[src/rtl/chan_run_pkg.sv]
package chan_run_pkg;

    typedef enum logic [1:0] {
        RS_STOP     = 2'b00,
        RS_RUN      = 2'b01,
        RS_PAUSE    = 2'b10,
        RS_RUN_AUTO = 2'b11
    } run_state_e;

    typedef enum logic [1:0] {
        CNT_HOLD = 2'b00,
        CNT_LOAD = 2'b01,
        CNT_DEC  = 2'b10,
        CNT_CLR  = 2'b11
    } cnt_op_e;

    function automatic logic is_active(input run_state_e s);
        return (s == RS_RUN) || (s == RS_RUN_AUTO);
    endfunction

endpackage

[src/rtl/chan_run_fsm.sv]
module chan_run_fsm
    import chan_run_pkg::*;
(
    input  logic       clk,
    input  logic       rst,
    input  logic       cmd_wr,
    input  logic [1:0] cmd,
    input  logic       elem_done,
    input  logic       cnt_last,
    output run_state_e state,
    output cnt_op_e    cnt_op,
    output logic       done
);

    run_state_e nxt_state;
    logic       nxt_done;
    run_state_e cmd_state;

    assign cmd_state = run_state_e'(cmd);

    always_comb begin
        nxt_state = state;
        cnt_op    = CNT_HOLD;
        nxt_done  = 1'b0;
        if (cmd_wr) begin
            case (cmd_state)
                RS_STOP:  nxt_state = RS_STOP;
                RS_PAUSE: if (is_active(state)) nxt_state = RS_PAUSE;
                default: begin
                    if (state == RS_STOP) cnt_op = CNT_LOAD;
                    nxt_state = cmd_state;
                end
            endcase
        end else if (elem_done && is_active(state)) begin
            if (cnt_last) begin
                if (state == RS_RUN_AUTO) begin
                    cnt_op = CNT_LOAD;
                end else begin
                    cnt_op    = CNT_CLR;
                    nxt_state = RS_STOP;
                    nxt_done  = 1'b1;
                end
            end else begin
                cnt_op = CNT_DEC;
            end
        end
    end

    always_ff @(posedge clk) begin
        if (rst) begin
            state <= RS_STOP;
            done  <= 1'b0;
        end else begin
            state <= nxt_state;
            done  <= nxt_done;
        end
    end

    AST_DONE_STOPPED: assert property (@(posedge clk) disable iff (rst)
        done |-> state == RS_STOP);
    AST_DONE_PULSE: assert property (@(posedge clk) disable iff (rst)
        done |=> !done);
    AST_AUTO_KEEP: assert property (@(posedge clk) disable iff (rst)
        (state == RS_RUN_AUTO && !cmd_wr) |=> state == RS_RUN_AUTO);
    AST_STOP_CMD: assert property (@(posedge clk) disable iff (rst)
        (cmd_wr && cmd == 2'b00) |=> state == RS_STOP);
    AST_PAUSE_IDLE: assert property (@(posedge clk) disable iff (rst)
        (cmd_wr && cmd == 2'b10 && state == RS_STOP) |=> state == RS_STOP);

endmodule

[src/rtl/chan_xfer_cnt.sv]
module chan_xfer_cnt
    import chan_run_pkg::*;
#(
    parameter int CNT_W = 16
) (
    input  logic             clk,
    input  logic             rst,
    input  cnt_op_e          cnt_op,
    input  logic             rld_sel,
    input  logic [CNT_W-1:0] rld_a,
    input  logic [CNT_W-1:0] rld_b,
    output logic [CNT_W-1:0] count,
    output logic             cnt_last
);

    localparam logic [CNT_W-1:0] ONE = CNT_W'(1);

    logic [CNT_W-1:0] rld_val;

    assign rld_val  = rld_sel ? rld_b : rld_a;
    assign cnt_last = (count <= ONE);

    always_ff @(posedge clk) begin
        if (rst) begin
            count <= '0;
        end else begin
            case (cnt_op)
                CNT_LOAD: count <= rld_val;
                CNT_DEC:  count <= count - ONE;
                CNT_CLR:  count <= '0;
                default:  count <= count;
            endcase
        end
    end

    AST_LOAD_SRC: assert property (@(posedge clk) disable iff (rst)
        (cnt_op == CNT_LOAD) |=> count == (($past(rld_sel)) ? $past(rld_b) : $past(rld_a)));

endmodule

[src/rtl/chan_run_ctrl.sv]
module chan_run_ctrl
    import chan_run_pkg::*;
#(
    parameter int CNT_W = 16
) (
    input  logic             clk,
    input  logic             rst,
    input  logic             cmd_wr,
    input  logic [1:0]       cmd,
    input  logic             elem_done,
    input  logic             rld_sel,
    input  logic [CNT_W-1:0] rld_a,
    input  logic [CNT_W-1:0] rld_b,
    output logic [1:0]       status,
    output logic [CNT_W-1:0] count,
    output logic             done
);

    run_state_e state;
    cnt_op_e    cnt_op;
    logic       cnt_last;

    chan_run_fsm u_fsm (
        .clk       (clk),
        .rst       (rst),
        .cmd_wr    (cmd_wr),
        .cmd       (cmd),
        .elem_done (elem_done),
        .cnt_last  (cnt_last),
        .state     (state),
        .cnt_op    (cnt_op),
        .done      (done)
    );

    chan_xfer_cnt #(.CNT_W(CNT_W)) u_cnt (
        .clk      (clk),
        .rst      (rst),
        .cnt_op   (cnt_op),
        .rld_sel  (rld_sel),
        .rld_a    (rld_a),
        .rld_b    (rld_b),
        .count    (count),
        .cnt_last (cnt_last)
    );

    assign status = state;

    AST_PAUSE_FREEZE: assert property (@(posedge clk) disable iff (rst)
        (status == 2'b10 && !cmd_wr) |=> $stable(count));
    AST_STOP_KEEP: assert property (@(posedge clk) disable iff (rst)
        (status == 2'b00 && !cmd_wr) |=> $stable(count));
    AST_DEC_ONE: assert property (@(posedge clk) disable iff (rst)
        (status[0] && elem_done && !cmd_wr && count > CNT_W'(1)) |=> count == $past(count) - CNT_W'(1));
    AST_CMD_WINS: assert property (@(posedge clk) disable iff (rst)
        (cmd_wr && cmd[0] && status[0]) |=> $stable(count));

endmodule

[config.mk]
export PLATFORM = sky130hd
export DESIGN_NAME = chan_run_ctrl
export DESIGN_NICKNAME = d
export VERILOG_FILES = /design/src/rtl/chan_run_pkg.sv /design/src/rtl/chan_run_fsm.sv /design/src/rtl/chan_xfer_cnt.sv /design/src/rtl/chan_run_ctrl.sv
export SDC_FILE = /design/constraint.sdc
export NUM_CORES = 1
export LEC_CHECK = 0
export BUFFER_PORTS_ARGS = -buffer_cell sky130_fd_sc_hd__buf_2
export CAP_MARGIN = 20
export CORE_ASPECT_RATIO = 1.4
export CORE_UTILIZATION = 25
export CTS_CLUSTER_DIAMETER = 100
export DETAILED_ROUTE_END_ITERATION = 16
export PLACE_DENSITY = 0.45
export SLEW_MARGIN = 5
export SYNTH_ARGS = -nofsm -noshare
export SYNTH_HDL_FRONTEND = slang
export SYNTH_SLANG_ARGS = --single-unit
[constraint.sdc]
create_clock -name clk -period 3.6 [get_ports clk]
set_clock_uncertainty 0.2 [all_clocks]
set_input_delay 0.54 -clock clk [delete_from_list [all_inputs] [get_ports clk]]
set_output_delay 0.54 -clock clk [all_outputs]
set_load 0.005 [all_outputs]
## Word-level counts from Yosys, hierarchy flattened

Cells that the tools add are included.

| cells by class | value |
|---|---|
| add/subtract/negate cells | 1 |
| magnitude comparators | 1 |
| bitwise logic cells | 2 |
| equal/unequal tests | 8 |
| reduce and logical (&&, ||, !) cells | 10 |
| multiplexer cells | 15 |

Operators by type and width:

| kind | count |
|---|---|
| one-hot mux 16 bit (3 select lines) | 1 |
| two-way mux 2 bit | 10 |
| less-or-equal comparator 16 x 1 -> 1 bit (second input constant) | 1 |
| two-way mux 16 bit | 1 |
| subtractor 16 x 1 -> 16 bit (second input constant) | 1 |
| equality test 2 bit (second input constant) | 4 |
| equality test 2 x 1 -> 1 bit (second input constant) | 2 |
| logical NOT 2 bit | 2 |
| one-hot mux 2 bit (2 select lines) | 1 |
| AND reduction 4 bit | 1 |
| nonzero test 2 bit | 2 |
| OR reduction 4 bit | 1 |
| inequality test 3 x 2 -> 1 bit (second input constant) | 1 |
| nonzero test 3 bit | 1 |
| two-way mux 1 bit | 2 |
| inequality test 2 bit (second input constant) | 1 |
| inverter 1 bit | 2 |
| OR reduction 2 bit | 1 |
| logical AND 1 bit | 1 |
| logical OR 1 bit | 1 |

| storage, ports and cells | value |
|---|---|
| flip-flop bits (word level) | 19 |
| bits of input ports | 39 |

## Logic depth before layout (Yosys ltp)

| logic depth | value |
|---|---|
| depth in word-level cells | 7 |
| depth in mapped cells | 8 |

## By module

Synthesis repeated with hierarchy kept, for this count alone.

| second synthesis, totals | value |
|---|---|
| cell total of the unflattened synthesis | 133 |
| area total of the unflattened synthesis | 1246.2 µm² |

Modules (own cells, without submodules):

| module | area each (µm²) | cells each | times used | seq. area each (µm²) |
|---|---|---|---|---|
| chan_xfer_cnt | 1097.3 | 117 | 1 | 320.3 |
| chan_run_fsm | 148.9 | 16 | 1 | 60.1 |

## Worst setup path before layout

Ideal clock, no wire load.

| timing path | value |
|---|---|
| path kind | register -> register |
| from | register u_cnt.count[8] |
| to | register u_cnt.count[11] |
| library setup time | 120 ps |
| setup slack | 1416 ps |
| required time | 3280 ps |
| arrival | 1865 ps |
| cell stages (with the launch flop) | 7 |
| path through | dfxtp_1 > or4_4 > or2_1 > buf_6 > nor4_4 > nor4b_1 > a211o_1 |

| on the way | value |
|---|---|
| word-level cells in the longest chain between the ends | 6 |
| elaborated cells on any way between the ends | 10 |

Ends and longest elaborated chain:

| element | line | RTL |
|---|---|---|
| from (decl) | chan_xfer_cnt.sv:12 | `output logic [CNT_W-1:0] count,` |
| from (signal assigned) | chan_xfer_cnt.sv:28 | `CNT_LOAD: count <= rld_val;` |
| from (signal assigned) | chan_xfer_cnt.sv:29 | `CNT_DEC: count <= count - ONE;` |
| from (signal assigned) | chan_xfer_cnt.sv:31 | `default: count <= count;` |
| less-or-equal comparator 16 x 1 -> 1 bit | chan_xfer_cnt.sv:21 | `assign cnt_last = (count <= ONE);` |
| two-way mux 2 bit | chan_run_fsm.sv:35 | `if (cnt_last) begin` |
| two-way mux 2 bit | chan_run_fsm.sv:34 | `end else if (elem_done && is_active(state)) begin` |
| two-way mux 2 bit | chan_run_fsm.sv:25 | `if (cmd_wr) begin` |
| equality test 2 bit or equality test 2 x 1 -> 1 bit (tied branches) | chan_xfer_cnt.sv:27 | `case (cnt_op)` |
| one-hot mux 16 bit (3 select lines) or nonzero test 3 bit (tied branches) | -- |  |

Parallel ways exist; a longest one is shown, timed or not.
A chain may end at the register's enable or synchronous reset.

## Worst setup path in the final report

| timing path | value |
|---|---|
| from | register u_cnt.count[8] |
| to | register u_cnt.count[1] |

| on the way | value |
|---|---|
| word-level cells in the longest chain between the ends | 6 |
| elaborated cells on any way between the ends | 9 |

Ends and longest elaborated chain:

| element | line |
|---|---|
| less-or-equal comparator 16 x 1 -> 1 bit (*) | chan_xfer_cnt.sv:21 |
| two-way mux 2 bit (*) | chan_run_fsm.sv:35 |
| two-way mux 2 bit (*) | chan_run_fsm.sv:34 |
| two-way mux 2 bit (*) | chan_run_fsm.sv:25 |
| equality test 2 bit or equality test 2 x 1 -> 1 bit (tied branches) | chan_xfer_cnt.sv:27 |
| one-hot mux 16 bit (3 select lines) or nonzero test 3 bit (tied branches) | -- |

Every way passes the cells marked *; elsewhere a longest branch is shown, timed or not.

==> summary by stage <==
Floorplanning
The total number of placement rows is 32. The core region is 5610 um2. The I/O pin count is 58. The horizontal die dimension is 67.0 um.

The die span in y is 92.9 um. For this configuration, the core starts out at a cell density of about a quarter. The overall die area is 6220 um2.

Yosys
The net count of the mapped netlist is 216. The most instantiated flip-flop cell in the synthesis netlist is sky130_fd_sc_hd__dfxtp_1. The fraction of registers with async set/reset is 0%. In the synthesized netlist, the number of instances is 175.

The number of distinct library cells after synthesis is 51. The top-area cell type share of the netlist area is 25.8%. The total of warnings raised by yosys is 0. The number of synthesized register bits is 19. By area the synthesized netlist is led by sky130_fd_sc_hd__dfxtp_1 26%, sky130_fd_sc_hd__mux2_2 9.2%, sky130_fd_sc_hd__nand2_1 4.6%. The leading area contributor after synthesis is sky130_fd_sc_hd__dfxtp_1. Yosys mapped a number of flops with a built-in enable equal to 0. Each instance of the synthesized netlist takes up on average approximately 8.4 um2.

The sequential cell area fraction in the yosys report is 25.8%. The mapped cell area is 1480 um2.

Hold path
The hold path startpoint is cmd_wr. The worst min-delay path class is in -> reg.

Pwr
The power per cell area is 349 nW/um2. IR analysis of the VDD net gives a maximum drop of 127 uV. Summed over all cells, the static leakage comes to 0.000816 uW.

Critical path
STA puts the critical path data required time at roughly 3.6 ns. The largest fanout of any net on the critical path is 7. Tracing the worst setup path back leads to its startpoint at u_cnt.count[8].

The reg-to-reg startpoint is u_cnt.count[8]. The arrival time of data at the critical path endpoint is 2.55 ns. The kind of capture point of the worst setup path is a register. The element type at the critical path start is a register. The critical path is of the reg -> reg type.

STA
Setup total negative slack on the finished layout was measured at 0 ns. Setup repair after global routing left no endpoint under its margin. The time the final worst path needs with I/O delays and setup is 2.59 ns. In the finished design, the share of the clock period the worst path needs comes to 71.8%.

The highest achievable clock rate is 0.387 GHz. The worst relative slew slack is between 50 and 60%. The smallest hold slack is about 0.33 ns. The final-report max-slew violation count is 0. The final number of hold-violating endpoints is 0. At the pin with the least slew margin, the transition time is 0.667 ns.

Setup slack closes at around 1.0 ns. The number of setup violations in the final report is 0.

Clock network
Buffers inserted during clock tree synthesis total 3. In this run the deepest clock path goes through 2 buffers. Clock latency on the worst-skew pair, taken at its later pin, is 0.26 ns. The number of levels in the clock H-tree is 1. The hold buffer count at CTS is 0. CTS saw 19 sinks. The CTS tree is yes. The number of gates resized after CTS was 0. The clock transition time at the flip-flop clock pins of the worst setup and hold paths is approximately 0.080 ns.

The root buffer selected by CTS is sky130_fd_sc_hd__clkbuf_8. Post-CTS timing repair inserted 0 buffers for setup.

Global route
In the global route stage, overall resource usage came out at ~16%. The initial antenna violation count is 0. The first global-routing pass estimated 7.60 mm of wire.

The total overflow left after global routing is 0. The largest net degree at the start of global routing is 17. The number of global-route vias before repair came to 1436.

Placement
The pre-CTS setup slack is 0.934 ns. Buffers placed on the I/O ports in this run total 57. The placer's final routability congestion estimate is 0.825. The HPWL after detailed placement is approximately 3.6 mm.

Status
The run finished with clean final reports.

Drt
The detailed router placed 1600 vias in this run. The pre-antenna-repair detailed-routing pass consisted of 5 iterations. The detailed router finished its first iteration with 76 violations. The routed wirelength normalized by instance count is 15.8 um. The residual DRC count is 0.

The post-route antenna net violation count is 0. The total detailed-routing wirelength is 4.70 mm. Using the TritonRoute via totals, the vias-per-cell ratio works out to 5.37.

Finish
The layout cell share with drive strength beyond 1 is 38.3%. The net count reported at finish is 272. The number of antenna diodes in the final layout is 0. Relative to the synthesized area, the layout overhead comes to 26.3%. The fill cell instance count of the final layout is between 600 and 700. Once layout is complete, the utilization of the core stands at roughly a third.

Job
The count of maximum capacitance violations is 0.
## final timing paths
check | cells past startpoint | slack (ns) | end
worst max-delay path | 5 | 1.01 | u_cnt.count[1]
worst min-delay path | 2 | 0.33 | u_fsm.state[1]
worst max register to register | 5 | 1.01 | u_cnt.count[1]
worst min register to register | 2 | 0.37 | u_fsm.state[0]
## critical path, cell delays in order, from the launching register on
cell	delay [ns]
sky130_fd_sc_hd__dfxtp_1	0.38
sky130_fd_sc_hd__or4_4	0.59
sky130_fd_sc_hd__nor4_1	0.53
sky130_fd_sc_hd__a31oi_1	0.36
sky130_fd_sc_hd__mux2i_1	0.20
sky130_fd_sc_hd__o32ai_1	0.24
## state kept, by name, indices dropped and copies added (netlist names)
signal,cells
u_cnt.count,16
u_fsm.state,2
u_fsm.done,1
## cells in the final DEF (no fill, tap or decap), types with 2 or more instances in the layout
master / instances
sky130_fd_sc_hd__a21oi_1: 3
sky130_fd_sc_hd__nand2b_1: 2
sky130_fd_sc_hd__nand4_1: 8
sky130_fd_sc_hd__o311ai_0: 4
sky130_fd_sc_hd__buf_2: 57
sky130_fd_sc_hd__dfxtp_1: 19
sky130_fd_sc_hd__nor4_1: 4
sky130_fd_sc_hd__nand3_1: 9
sky130_fd_sc_hd__ha_1: 2
sky130_fd_sc_hd__xor2_1: 2
sky130_fd_sc_hd__o221ai_1: 2
sky130_fd_sc_hd__a311oi_1: 2
sky130_fd_sc_hd__or4_4: 3
sky130_fd_sc_hd__o211ai_1: 4
sky130_fd_sc_hd__xnor2_1: 2
sky130_fd_sc_hd__nor4_4: 2
sky130_fd_sc_hd__mux2i_1: 6
sky130_fd_sc_hd__nor3_1: 6
sky130_fd_sc_hd__nand3b_1: 4
sky130_fd_sc_hd__o32ai_1: 3
sky130_fd_sc_hd__clkbuf_8: 3
sky130_fd_sc_hd__or3_2: 2
sky130_fd_sc_hd__inv_1: 7
sky130_fd_sc_hd__and3_1: 2
sky130_fd_sc_hd__o21a_1: 2
sky130_fd_sc_hd__mux2_2: 12
sky130_fd_sc_hd__a21o_1: 2
sky130_fd_sc_hd__nand2_1: 18
sky130_fd_sc_hd__nor2_1: 14
sky130_fd_sc_hd__a31oi_1: 2
sky130_fd_sc_hd__a32oi_1: 2
## layer usage
| metal | vias up | part of all wire, % | track usage [%] | wire [um] |
|---|---|---|---|---|
| met5 | - | 0 | 0 | 0 |
| met2 | 54 | 49 | 26.3 | 2280 |
| met4 | 0 | 1.7 | 5.32 | 78 |
| met1 | 743 | 46 | 22.3 | 2140 |
| met3 | 7 | 4.1 | 1.48 | 194 |
| li1 | 796 | - | - | - |
## synthesized netlist by cell type, types with 3 or more instances
library cell,n
sky130_fd_sc_hd__o311ai_0,4
sky130_fd_sc_hd__o32ai_1,3
sky130_fd_sc_hd__mux2i_1,6
sky130_fd_sc_hd__clkbuf_1,4
sky130_fd_sc_hd__inv_1,7
sky130_fd_sc_hd__dfxtp_1,19
sky130_fd_sc_hd__mux2_2,12
sky130_fd_sc_hd__nor3_1,6
sky130_fd_sc_hd__nor4_1,4
sky130_fd_sc_hd__nor2_1,14
sky130_fd_sc_hd__a21oi_1,3
sky130_fd_sc_hd__nand3b_1,4
sky130_fd_sc_hd__nand4_1,8
sky130_fd_sc_hd__nand2_1,18
sky130_fd_sc_hd__or4_4,3
sky130_fd_sc_hd__nand3_1,9
sky130_fd_sc_hd__o211ai_1,4
## stage by stage
step | power (uW) | cell area (um2) | cells
2_1_floorplan | 426 | 1480 | 175
3_3_place_gp | 501 | 1820 | 294
3_5_place_dp | 501 | 1820 | 294
4_1_cts | 660 | 1860 | 298
5_1_grt | 700 | 1860 | 298
6_report | 651 | 1860 | 298
## power by group
part | internal (uW) | total, uW | leakage [uW] | switching, uW
Sequential | 225 | 251 | 0.000155 | 26.1
Combinational | 103 | 245 | 0.000638 | 143
Clock | 78.9 | 155 | 0.0000228 | 75.9
Total | 407 | 651 | 0.000816 | 244
## layout make-up
cell class                      instances  area [um2]  area share (%)
Multi-Input combinational cell        142        1030            55.5
Tap cell                               68        85.1            4.56
Timing Repair Buffer                   58         293            15.7
Clock buffer                            4        45.0            2.42
Sequential cell                        19         380            20.4
Inverter                                7        26.3            1.41
## cells by family after synthesis
logic type	count (synthesis)	share of synthesized area (%)
buffers and inverters	14	4.15
and+or+nand+nor	83	33.2
adders and majority gates	2	1.69
AOI/OAI and AO/OA	35	19.6
xor gates and xnor gates	4	2.37
muxes	18	13.2
DFF	19	25.8
Power figures use the tool's default switching activity.
